--- config.mk ---
export PLATFORM = sky130hd
export DESIGN_NAME = edo_pin_edges
export DESIGN_NICKNAME = d
export VERILOG_FILES = /design/src/rtl/edo_pin_edges.sv
export SDC_FILE = /design/constraint.sdc
export NUM_CORES = 1
export LEC_CHECK = 0
export BUFFER_PORTS_ARGS = -buffer_cell sky130_fd_sc_hd__buf_2
export CAP_MARGIN = 0
export CORE_AREA = 2 2 39 41
export DETAILED_ROUTE_END_ITERATION = 10
export DIE_AREA = 0 0 41 43
export HOLD_SLACK_MARGIN = 0.15
export MAX_ROUTING_LAYER = met4
export PLACE_DENSITY_LB_ADDON = 0.25
export SLEW_MARGIN = 20
export SYNTH_ARGS = -nofsm -noshare
export SYNTH_HDL_FRONTEND = slang
export SYNTH_SLANG_ARGS = --single-unit
--- constraint.sdc ---
create_clock -name clk -period 1.3 [get_ports clk]
set_input_delay 0.26 -clock clk [delete_from_list [all_inputs] [get_ports clk]]
set_output_delay 0.26 -clock clk [all_outputs]
set_load 0.1 [all_outputs]
--- src/rtl/edo_pin_edges.sv ---
module edo_pin_edges #(
  parameter int LANES = 2
) (
  input  logic             clk,
  input  logic             rst,
  input  logic             row_stb_n,
  input  logic [LANES-1:0] col_stb_n,
  input  logic             wr_n,
  output logic             row_fall,
  output logic             row_rise,
  output logic [LANES-1:0] col_fall,
  output logic             wr_fall
);
  logic             row_q;
  logic [LANES-1:0] col_q;
  logic             wr_q;

  always_ff @(posedge clk) begin
    if (rst) begin
      row_q <= 1'b1;
      col_q <= '1;
      wr_q  <= 1'b1;
    end else begin
      row_q <= row_stb_n;
      col_q <= col_stb_n;
      wr_q  <= wr_n;
    end
  end

  assign row_fall = row_q & ~row_stb_n;
  assign row_rise = ~row_q & row_stb_n;
  assign col_fall = col_q & ~col_stb_n;
  assign wr_fall  = wr_q & ~wr_n;
endmodule

* Word level (Yosys, flattened, before mapping)
Index checks and enable logic that the tools add are counted.
Widths: inputs -> output; s select.
** Storage, ports and cells
- Bits in registers :: 4
- Logic and storage cells :: 11
- Input bits :: 6
** Cells by class
- Bitwise operators :: 8
** Operators by type and width (count)
- $and 1x1->1 :: 3
- $not 1->1 :: 3
- $and 2x2->2 :: 1
- $not 2->2 :: 1

* Logic depth before layout (Yosys ltp)
Gate-level depths: netlist (run 1).
- Word-level depth :: 2
- Depth in mapped cells :: 1
- Depth with buffers taken out :: 1

* Least setup slack after synthesis (run 1)
Ideal clock, no wire load.
- Path kind :: register to output
- Start :: reg row_q
- End :: out row_fall
- Buffers on the path :: 0
- Data arrival time :: 1661 ps
- Cell stages (with the launch flop) :: 2
- Slack :: -621 ps
- Required time :: 1040 ps
- Path through :: dfxtp_1 > nor2b_1
** Between the ends
- Word-level cells in the longest chain between the ends :: 1
** RTL lines
- from (decl) :: RTL line 14 : logic row_q;
- from (signal assigned) :: RTL line 24 : row_q <= row_stb_n;
- $and 1x1->1 :: RTL line 30 : assign row_fall = row_q & ~row_stb_n;
- to (decl) :: RTL line 9 : output logic row_fall,
No other way between the ends.

* Final worst setup path (run 1)
Same ends and word-level chain as after synthesis.

==> results.md, run 1 <==
* Run status: completed
* Sw Share at 32.9%
* Capturing element of the worst setup path: row_fall
* Met3 routing resource usage after global routing at 6.28%
* Max frequency at 824 MHz
* Shortest period the worst path allows at 1.21 ns
* Io pins at 11
* Footprint of the multi-input gates at 93.8 sq um
* First element of the critical path: row_q
* Placeable core region at 0.00138 sq mm
* Total number of yosys warnings at 0
* Comb pwr share at 33.8%
* Fraction of post-synthesis cell area in the top cell type by area at 58.7%
* Clock Pin Slew Worst Setup and Hold Paths at 0.04 ns
* Count of buffers inserted at the top-level ports at 10
* Clk root buf: sky130_fd_sc_hd__clkbuf_4
* Global routing met2 resource utilization at 7.50%
* Most crowded layer after global routing: met2
* Power dissipated by switching net loads at 0.142 mW
* Type of the worst min-delay path: input pin to register
* Maximum number of pins on one net before global-route repair at 5
* Internal power summed over all cells at 0.290 mW
* Detail Route Antenna Nets at 0
* Share of post-route cells with drive strength above 1 at 69.2%
* Number of antenna repair diodes at 0
* Bufs on Longest Clock Path at 2
* Detailed-route vias per instance at 3.31
* Wire length after detailed routing at 330 um
* Total grt overflow at 0
* Maximum Capacitance Violations at 0
* Post-Syn Area per Cell at 10.5 sq um
* Number of logic stages on the critical path including buffering at 2
* Worst slew margin at 91.2%
* Critical Path Max Stage Delay at 0.36 ns
* Total routing usage reported by global routing at 5.76%
* Sequential share of power at 30.7%
* RSZ-0062 raised after global routing: no
* Endpoint class of the critical path: primary output
* Distinct cells, synth at 3
* Post-place setup slack at 0.308 ns
* Die Area at 0.00176 sq mm
* Post-synthesis cell count at 13
* CP Buf/Inv Count at 1
* Width of the die at 41 um
* Power density normalized to cell area at 1270 mW/mm^2
* Chain of cells forming the critical path: nor2b_4 > buf_12
* Dpl cell area at 319 sq um
* Hold Fails Final Rpt at 0
* Top cell type by total area after synthesis: sky130_fd_sc_hd__dfxtp_1
* Arrival time reported for the critical path endpoint at 0.95 ns
* Count of routing violations after the opening detailed-route iteration at 0
* Vias after detailed routing at 139
* Final standard cell area without fillers at 342 sq um
* Wire length of the first global-routing pass at 586 um
* Netlist area before placement at 136 sq um
* Routed wire length per instance at 7.86 um
* DRC Markers at 0
* Sequential cell area at 80.1 sq um
* Number of buffers created by CTS at 3
* Final max-slew violation count at 0
* Post-Syn Nets at 19
* Via count of the first global-routing pass at 153
* Post-Route Setup TNS at 0 ns
* Largest delay contributor family on the critical path: flip-flops
* CTS-repair resized insts at 0
* Worst setup path category: register to primary output
* Starting density of the core at 9.86%
* Maximum level of the CTS H-tree at 1
* Clock tree from TritonCTS: done
* Critical Path Start Type: register
* Clk sinks at 4
* First-pass DRT Iterations at 1
* Final estimated routing congestion in global placement at 0.550
* Crit-path max FO at 2
* Clock network fraction of design power at 35.5%
* Number of antenna violations at the first check in global routing at 0
* Floorplan row count at 14
* Maximum VDD drop at 475 uV
* Die Y at 43 um
* Worst-margin pin slew at 0.132 ns
* Number of nets in the finished design at 34
* Lkg Pwr at 0.165 nW
* Setup slack after layout at 0.0866 ns
* Slowest cell on the critical path: sky130_fd_sc_hd__dfxtp_1
* Sequential fraction of the synthesis area at 58.7%
* Total of endpoints with negative setup slack in the final report at 0
* Top cells by area, synth: sky130_fd_sc_hd__dfxtp_1 (59%), sky130_fd_sc_hd__nor2b_1 (23%), sky130_fd_sc_hd__or2_1 (18%)
* Register bit count reported by yosys at 4
* Final clock period utilization by the worst path at 93.3%
* Count of hold-fix buffers inserted at cts at 0
* Layout filler cell count at 149
* Setup fix buffers added after clock tree synthesis at 0
* Data required time at the worst endpoint at 1.04 ns
* Global Route met1 Usage at 4.49%
* P&R area growth vs syn at 150%
-- power by group through the flow --
stage | Clock [mW] | Sequential [mW] | Combinational, mW
3_3_place_gp | 0 | 0.135 | 0.146
2_1_floorplan | 0 | 0.134 | 0.0897
5_1_grt | 0.178 | 0.133 | 0.151
3_5_place_dp | 0 | 0.135 | 0.148
4_1_cts | 0.166 | 0.133 | 0.148
6_report | 0.154 | 0.133 | 0.146
-- worst min path at each step --
stage                 startpoint       end  slack, ns  cells after the start
floorplan                    rst  col_q[0]       0.36                      1
global placement            wr_n      wr_q       0.49                      2
detailed placement          wr_n      wr_q       0.50                      2
CTS                         wr_n      wr_q       0.24                      2
global route        col_stb_n[0]  col_q[0]       0.24                      2
finish                       rst  col_q[0]       0.25                      2
-- sequential cells by signal (all words and copies together) (netlist names) --
| signal | flops |
|---|---|
| wr_q | 1 |
| col_q | 2 |
| row_q | 1 |
-- area by class of cell --
cell class | count | area share, %
Multi-Input combinational cell | 9 | 27.5
Sequential cell | 4 | 23.4
Timing Repair Buffer | 10 | 36.6
Clock buffer | 3 | 6.59
Tap cell | 16 | 5.86
-- synthesized netlist by cell type --
master and count:
sky130_fd_sc_hd__nor2b_1 5, sky130_fd_sc_hd__dfxtp_1 4, sky130_fd_sc_hd__or2_1 4
-- logic make-up (layout without fill, tap and decap cells) --
kind of cell / after synthesis / in the layout / share of synthesized area (%)
flip-flops: 4 / 4 / 58.7
AND/OR/NAND/NOR: 9 / 9 / 41.3
buffers and inverters: 0 / 13 / 0
-- metal layers --
layer	share of wire (%)	wire length, um
met5	0	0
met4	0	0
met3	10	33
met2	55	181
met1	35	116
-- stage by stage --
stage / hold slack, ns / total power [mW] / util [%] / instances
detailed placement: 0.495 / 0.283 / 23.1 / 39
CTS: 0.244 / 0.447 / 24.7 / 42
global placement: 0.487 / 0.281 / 23.1 / 39
global route: 0.242 / 0.462 / 24.7 / 42
finish: 0.251 / 0.432 / 24.7 / 42
floorplan: 0.357 / 0.224 / - / 13
-- cells in the final DEF, fill, tap and decap left out --
cell | netlist | routed
sky130_fd_sc_hd__clkbuf_4 | 0 | 3
sky130_fd_sc_hd__dfxtp_1 | 4 | 4
sky130_fd_sc_hd__or2_1 | 4 | 4
sky130_fd_sc_hd__nor2b_4 | 0 | 5
sky130_fd_sc_hd__buf_2 | 0 | 5
sky130_fd_sc_hd__buf_12 | 0 | 5
No activity file was read; power rests on OpenSTA's default activity.
==> run 2: changes to the inputs <==
--- a/config.mk
+++ b/config.mk
@@ -5,6 +5,7 @@
 export SDC_FILE = /design/constraint.sdc
 export NUM_CORES = 1
 export LEC_CHECK = 0
+export ABC_AREA = 1
 export BUFFER_PORTS_ARGS = -buffer_cell sky130_fd_sc_hd__buf_2
 export CAP_MARGIN = 0
 export CORE_AREA = 2 2 39 41
@@ -13,7 +14,6 @@
 export HOLD_SLACK_MARGIN = 0.15
 export MAX_ROUTING_LAYER = met4
 export PLACE_DENSITY_LB_ADDON = 0.25
-export SLEW_MARGIN = 20
 export SYNTH_ARGS = -nofsm -noshare
 export SYNTH_HDL_FRONTEND = slang
 export SYNTH_SLANG_ARGS = --single-unit
==> constraint.sdc (replaced) <==
create_clock -name clk -period 1 [get_ports clk]
set_input_delay 0.2 -clock clk [delete_from_list [all_inputs] [get_ports clk]]
set_output_delay 0.2 -clock clk [all_outputs]
set_load 0.1 [all_outputs]
==> run 2 against run 1 <==
Compared with the run above:
- the run now ends with setup timing left
- global-route usage shrank 0.71 points
- final area grew 5.5%
- count of clock-buffer cells in the layout is the same
- worst setup slack lost 0.18 ns
- power grew 30%
- critical path type unchanged
==> results.md, run 2 <==
* Run status: finished, violations left
* Violated checks: setup timing
* Number of antenna repair diodes at 0
* Post-Syn Area per Cell at 6.71 sq um
* Lkg Pwr at 0.185 nW
* Count of buffers inserted at the top-level ports at 10
* Power density normalized to cell area at 1560 mW/mm^2
* Arrival time reported for the critical path endpoint at 0.89 ns
* Final estimated routing congestion in global placement at 0.565
* Floorplan row count at 14
* First-pass DRT Iterations at 2
* Worst slew margin at 91.9%
* Register bit count reported by yosys at 4
* Total of endpoints with negative setup slack in the final report at 5
* Die Y at 43 um
* Tightest hold margin at 0.186 ns
* Post-Syn Nets at 28
* Maximum number of pins on one net before global-route repair at 5
* Dominant combinational cell family by area after synthesis: buffers and inverters
* Share of post-route cells with drive strength above 1 at 74.3%
* RSZ-0062 raised after global routing: yes
* Vias after detailed routing at 163
* Routed wire length per instance at 5.57 um
* Starting density of the core at 10.7%
* Top cell type by total area after synthesis: sky130_fd_sc_hd__dfxtp_1
* Chain of cells forming the critical path: inv_2 > nor2_4 > buf_12
* Clock tree from TritonCTS: done
* Sequential fraction of the synthesis area at 54.2%
* Setup slack after layout at -0.0898 ns
* Die Area at 0.00176 sq mm
* Data required time at the worst endpoint at 0.80 ns
* Post-place setup slack at 0.125 ns
* Bufs on Longest Clock Path at 2
* Netlist area before placement at 148 sq um
* Count of routing violations after the opening detailed-route iteration at 2
* Setup fix buffers added after clock tree synthesis at 0
* Min-Delay Startpoint: col_stb_n[0]
* Dpl cell area at 332 sq um
* Worst-margin pin slew at 0.122 ns
* Max frequency at 918 MHz
* Maximum Capacitance Violations at 0
* Share of synthesized cell area in and, or, nand and nor gates at 22.9%
* Detail Route Antenna Nets at 0
* Total grt overflow at 0
* DRC Markers at 0
* Post-synthesis cell count at 22
* Wire length after detailed routing at 284 um
* Type of the worst min-delay path: input pin to register
* Detailed placement HPWL at 243 um
* List of most frequent post-synthesis cells: sky130_fd_sc_hd__inv_1 (9), sky130_fd_sc_hd__nor2_1 (5), sky130_fd_sc_hd__dfxtp_1 (4), sky130_fd_sc_hd__nand2_1 (4)
* Distinct cells, synth at 4
* Number of nets in the finished design at 43
* Worst setup path category: register to primary output
* Count of flip-flops with a built-in enable after synthesis at 0
* Post-synthesis adder-cell area fraction at 0%
* Endpoint class of the critical path: primary output
* Total number of yosys warnings at 0
* Crit-path max FO at 2
* Clock Pin Slew Worst Setup and Hold Paths at 0.04 ns
* Proportion of synthesized flip-flops having asynchronous set or reset at 0%
* Critical Path Start Type: register
* Placeable core region at 0.00138 sq mm
* Final standard cell area without fillers at 360 sq um
* Wire length of the first global-routing pass at 503 um
* Largest Register: col_q
* Top cells by area, synth: sky130_fd_sc_hd__dfxtp_1 (54%), sky130_fd_sc_hd__inv_1 (23%), sky130_fd_sc_hd__nor2_1 (13%), sky130_fd_sc_hd__nand2_1 (10%)
* Layout filler cell count at 152
* Commonest cells after routing, fill and taps aside: sky130_fd_sc_hd__nor2_4 (5), sky130_fd_sc_hd__inv_1 (5), sky130_fd_sc_hd__buf_2 (5), sky130_fd_sc_hd__buf_12 (5)
* Count of hold-fix buffers inserted at cts at 0
* Maximum level of the CTS H-tree at 1
* Critical Path Max Stage Delay at 0.35 ns
* Terminating pin of the worst hold path: col_q[0]
* Top-count cell post-synth: sky130_fd_sc_hd__inv_1
* P&R area growth vs syn at 144%
* Total routing usage reported by global routing at 5.04%
* Clk root buf: sky130_fd_sc_hd__clkbuf_4
* Proportion of synthesized area in mux cells at 0%
* Clk sinks at 4
* Post-Route Setup TNS at -0.278 ns
* Final Power at 0.564 mW
* Final clock period utilization by the worst path at 109%
* Number of buffers created by CTS at 3
* Hold Fails Final Rpt at 0
* Flip-flop count of the largest register after layout at 2
* Most used flip-flop cell after synthesis: sky130_fd_sc_hd__dfxtp_1
* Io pins at 11
* Width of the die at 41 um
* Number of antenna violations at the first check in global routing at 0
* Synthesized-area fraction occupied by xor and xnor cells at 0%
* Detailed-route vias per instance at 3.20
* Fraction of post-synthesis cell area in the top cell type by area at 54.2%
* Post-synthesis compound-gate area fraction at 0%
* Final max-slew violation count at 0
* Largest registers in the final layout: col_q: 2 flops, row_q: 1 flops, wr_q: 1 flops
* Via count of the first global-routing pass at 129
* Count of cells along the worst hold path at 3
* Maximum VDD drop at 648 uV
* Shortest period the worst path allows at 1.09 ns
* Slowest cell on the critical path: sky130_fd_sc_hd__dfxtp_4
[run 2: how the worst max path moves through the flow]
stage | from | end | slack (ns) | cells after the start
after floorplan | row_q | row_fall | -0.06 | 2
after global placement | row_q | row_fall | 0.13 | 3
after detailed placement | row_q | row_fall | 0.13 | 3
after CTS | row_q | row_fall | -0.11 | 3
after global routing | row_q | row_fall | -0.13 | 3
final | row_q | row_fall | -0.09 | 3
[run 2: metrics by stage]
step | instances | utilization, %
floorplan | 22 | -
global placement | 48 | 24.0
detailed placement | 48 | 24.0
CTS | 51 | 25.9
global route | 51 | 26.0
finish | 51 | 26.0
[run 2: layer usage]
metal	global-route usage [%]	part of all wire, %	wire length, um	vias to the layer above
li1	-	-	-	85
met1	5.14	35	100	66
met2	4.69	44	126	12
met3	6.28	20	58	0
met4	4.00	0	0	0
met5	-	0	0	-
[run 2: area by class of cell]
| type | count | area (sq um) | share of cell area (%) |
|---|---|---|---|
| Inverter | 9 | 33.8 | 9.37 |
| Timing Repair Buffer | 10 | 125 | 34.7 |
| Clock buffer | 3 | 22.5 | 6.25 |
| Tap cell | 16 | 20.0 | 5.56 |
| Multi-Input combinational cell | 9 | 71.3 | 19.8 |
| Sequential cell | 4 | 87.6 | 24.3 |
[run 2: cells by family (layout without fill, tap and decap cells)]
kind of cell | count (synthesis) | in the layout
buf+inv | 9 | 22
flops | 4 | 4
simple gates | 9 | 9
[run 2: worst max-delay path, delay by kind of cell, from the launching register on]
| family | cells | cell delay, ns |
|---|---|---|
| flops | 1 | 0.35 |
| buf+inv | 2 | 0.22 |
| simple gates | 1 | 0.09 |
[run 2: repair_timing]
item                       4_1_cts  5_1_grt
setup endpoints to repair        5        5
pin swaps                        1        1
gates resized for setup          6        1
[run 2: power by group]
part / leakage [nW] / internal (mW) / switching (mW) / total (mW)
Combinational: 0.138 / 0.0676 / 0.125 / 0.193
Clock: 0.0138 / 0.134 / 0.0625 / 0.197
Sequential: 0.0328 / 0.169 / 0.00498 / 0.174
Total: 0.185 / 0.371 / 0.193 / 0.564
